==> config.mk <==
export PLATFORM = sky130hd
export DESIGN_NAME = wiper_bank
export DESIGN_NICKNAME = d
export VERILOG_FILES = /design/src/rtl/wiper_bank.sv
export SDC_FILE = /design/constraint.sdc
export NUM_CORES = 1
export LEC_CHECK = 0
export BUFFER_PORTS_ARGS = -buffer_cell sky130_fd_sc_hd__buf_4
export CAP_MARGIN = 20
export CORE_UTILIZATION = 50
export DETAILED_ROUTE_END_ITERATION = 7
export HOLD_SLACK_MARGIN = 0.1
export PLACE_DENSITY = 0.71
export SLEW_MARGIN = 10
export SYNTH_ARGS = -nofsm -noshare
export SYNTH_HDL_FRONTEND = slang
export SYNTH_SLANG_ARGS = --single-unit
export TNS_END_PERCENT = 100
==> constraint.sdc <==
create_clock -name clk -period 1.6 [get_ports clk]
set_input_delay 0 -clock clk [delete_from_list [all_inputs] [get_ports clk]]
set_output_delay 0 -clock clk [all_outputs]
set_load 0.05 [all_outputs]
==> src/rtl/wiper_bank.sv <==
module wiper_bank #(
  parameter int NCH = 6,
  parameter int FW  = 8,
  parameter int PW  = 6
) (
  input  logic              clk,
  input  logic              rst_n,
  input  logic              sel,
  input  logic              sclk,
  input  logic              sdin,
  output logic              cout,
  output logic [NCH*PW-1:0] wiper_pos
);
  localparam int SRW = NCH * FW;

  logic [SRW-1:0] sr;
  logic           sclk_q;
  logic           sel_q;

  wire cap    = sel & sclk & ~sclk_q;
  wire commit = sel_q & ~sel;

  always_ff @(posedge clk or negedge rst_n) begin
    if (!rst_n) begin
      sr     <= '0;
      sclk_q <= 1'b0;
      sel_q  <= 1'b0;
    end else begin
      sclk_q <= sclk;
      sel_q  <= sel;
      if (cap) sr <= {sdin, sr[SRW-1:1]};
    end
  end

  assign cout = sr[0];

  for (genvar c = 0; c < NCH; c++) begin : g_ch
    wire [FW-1:0] fld  = sr[c*FW +: FW];
    wire          keep = &fld[FW-1:FW-2];
    logic [PW-1:0] pos;

    always_ff @(posedge clk or negedge rst_n) begin
      if (!rst_n)               pos <= '0;
      else if (commit && !keep) pos <= fld[PW-1:0];
    end

    assign wiper_pos[c*PW +: PW] = pos;
  end
endmodule

### Yosys cells after proc, flatten, opt, wreduce, memory -nomap -nowiden

Cells that the tools add are included.

* register bits after elaboration: 86
* latch bits: 0
* bits in writable memories: 0
* memory bits (read-only): 0
* bits of input ports: 5
* output and inout bits: 37
* logic and storage cells: 32
* memories: 0

* $add $sub $neg: 0
* $mul: 0
* div/mod/pow operators: 0
* magnitude comparators: 0
* equality and inequality tests: 0
* shift-type cells: 0
* multiplexer cells: 0
* bitwise logic cells: 5
* reduce and logical (&&, ||, !) cells: 18

Operator list (count)
* 2-bit AND reduction: 6
* 1-bit logical AND: 6
* 1-bit zero test: 6
* 1-bit bitwise AND: 3
* 1-bit inverter: 2

### Longest topological paths before layout

* depth in word-level cells: 3
* mapped depth: 4
* mapped depth without buffers: 3

### Worst setup path after synthesis

No wires, ideal clock.

* path type: flip-flop to flip-flop
* start point: register sclk_q
* end point: register sr[10]
* setup time: 127 ps
* arrival time: 1111 ps
* data required time: 1473 ps
* path slack: 362 ps
* cell stages (with the launch flop): 5
* path buffers: 2
* period minus slack after synthesis: 1238 ps
* cells stage by stage: dfrtp_1 > nand3b_1 > buf_4 > buf_6 > mux2_1

* longest elaborated chain between the ends: 2

RTL lines
* start, declared: RTL line 17 `logic sclk_q;`
* start signal, assigned: RTL line 29 `sclk_q <= sclk;`
* 1-bit inverter: RTL line 20 `wire cap = sel & sclk & ~sclk_q;`
* 1-bit bitwise AND: RTL line 20
* end signal, assigned: RTL line 31 `if (cap) sr <= {sdin, sr[SRW-1:1]};`
* end, declared: RTL line 16 `logic [SRW-1:0] sr;`

No other way between the ends.
A chain may end at the register's enable or synchronous reset.

### Worst setup path after layout

* start point: input port sel
* end point: register g_ch[4].pos[3]

* longest elaborated chain between the ends: 3

RTL lines
* start, declared: RTL line 8 `input logic sel,`
* 1-bit inverter: RTL line 21 `wire commit = sel_q & ~sel;`
* 1-bit bitwise AND: RTL line 21
* 1-bit logical AND: RTL line 44 `else if (commit && !keep) pos <= fld[PW-1:0];`
* end signal, assigned: RTL line 44
* end, declared: RTL line 40 `logic [PW-1:0] pos;`

No other way between the ends.

==> metrics.txt <==
register area share after synthesis=67.0%; Netlist Area Pre-Place=0.00321 mm²; fill count=452; n_diodes=0; flop2flop setup slack=330 ps; Yosys warning count=0; HP Class=input port to asynchronous set/reset pin; crit end category=flip-flop; M3 GR Usage=4.18%; final setup vio count=0; routed vias=1673; H-Tree Depth=3; Post-CTS Repair Setup Buffers=0; P&R area growth vs syn=20.9%; fin crit period=1290 ps; Syn Area/Cell=17.0 µm²; most used routing layer=met2; worst skew pair latency=340 ps; Reg area=0.00215 mm²; Avg WL per Cell=14.7 µm; Synthesized Nets=194; Max Fclk=777 MHz; initial antenna violation count=0; DRC=0; Final GP Congestion=0.653; die area=0.00675 mm²; commonest non-fill, non-tap cell in the layout=dfrtp_1; Tcrit/Tclk final=80.5%; clock slew at reported path FFs=80 ps; library cells used by synthesis=10; DIE WIDTH=82.2 µm; Core Area=0.00606 mm²; initial cell density of the core=53.0%; Vias/cell=5.18; Worst Path Arrival=1510 ps; fraction of layout cells with a size suffix above 1=47.2%; Worst Skew=7.17 ps; cts repair resizes=0; Power, Total=0.00478 W; vias in the first global route=1678; input/output buffers=41; Max IR drop VDD=0.721 mV; met1 Use GR=21.7%; first-pass GRT wire length=7990 µm; Tot GR Track Use=16.4%; status=finished clean; Hold Vio Cnt, Final=0; DRT iter0 DRCs=64; Cell Rows=28; startpoint type of the worst setup path=input port; layout net count=248; post-route ant nets=0; WP data required=1820 ps; TNS Setup=0 ps; CTS tree=done; maxcap violations=0; Worst Tran Pin Value=431 ps; Clock Tree Root=clkbuf_8; grt met2 use=24.1%; max-slew violation count=0; total CTS buffers=9; Boundary Pins=42; CTS Buffer Depth=2; Leakage Power=2.07 nW; area taken by multi-input logic gates=0.00102 mm²; Slew headroom=71.3%; DP HPWL=3080 µm; TritonRoute pass-1 iters=4; power density cells=1230 mW/mm²; post-synthesis cell count=189; #FFs+latches synth=86; Max FO, Critical Path=6; clock sink count=86; Post-Route WL=4750 µm; largest net degree at the start of global routing=49; RSZ-0062 raised after global routing=no; die height=82.2 µm; commonest cells after routing, fill and taps aside=86 x dfrtp_1, 50 x mux2_2, 42 x buf_4, 34 x mux2_1, 10 x clkbuf_8; grt total ovfl=0; crit path kind=input port to flip-flop
-- cell type report --
type,instances,area share [%]
multi-input cells,98,26.3
repair buffers,48,10.2
well taps,75,2.41
clock inverters,6,2.19
flip-flops and latches,86,55.4
clock buffers,10,3.54
-- routing by layer --
metal,wire length (µm),up-vias
li1,-,766
met1,2260,865
met4,107,0
met5,0,-
met2,2210,31
met3,174,11
-- path summary, 6_finish.rpt --
| check | from | to | cells past startpoint |
|---|---|---|---|
| hold reg to reg | g_ch[5].pos[0] | g_ch[5].pos[0] | 1 |
| setup / recovery | sel | g_ch[4].pos[3] | 5 |
| setup reg to reg | sel_q | g_ch[3].pos[5] | 3 |
| max in group asynchronous | rst_n | g_ch[1].pos[5] | 3 |
| hold / removal | rst_n | g_ch[2].pos[0] | 2 |
| min in group clk | sclk | sclk_q | 2 |
-- Yosys cell counts --
master,instances,area share [%]
dfrtp_1,86,67
mux2_2,50,18
mux2_1,34,12
nand2_1,6,0.70
nand2_2,6,1.2
buf_2,2,0.31
buf_6,2,0.70
and2b_2,1,0.27
buf_4,1,0.23
nand3b_1,1,0.23
-- worst max-delay path, stage by stage --
cell	delay (ps)
dlygate4sd3_1	550
buf_4	150
and2b_2	320
nand2_2	150
mux2_1	340
-- through the flow --
step	hold slack, ps	util (%)	setup slack, ps	std cells	area [µm²]
after floorplan	-296	-	362	189	3210
after detailed placement	-30.1	59.8	337	303	3620
after CTS	124	64.1	328	323	3890
after global routing	180	64.1	271	323	3890
final	126	64.1	312	323	3890
after global placement	-28.3	59.8	347	303	3620
-- where the power goes --
group	internal (W)	switching, W	leakage, nW
clock	0.000916	0.000730	0.108
combinational	0.000262	0.000407	0.785
sequential	0.00235	0.000115	1.18
-- cells by family (layout without fill, tap and decap cells) --
kind of cell	Yosys count	after routing	share of synthesized area, %
buffers and inverters	5	64	1.25
flip-flops	86	86	67.0
multiplexers	84	84	29.4
AND/OR/NAND/NOR	14	14	2.37
-- registers in the layout (all words and copies together), names as in the netlist --
register,flops
g_ch.pos,36
sclk_q,1
sel_q,1
sr,48
-- what timing repair did --
action,4_1_cts,5_1_grt
hold buffers,4,0
setup endpoints to repair,0,0
hold endpoints to repair,89,0
(Power assumes the default switching activity.)
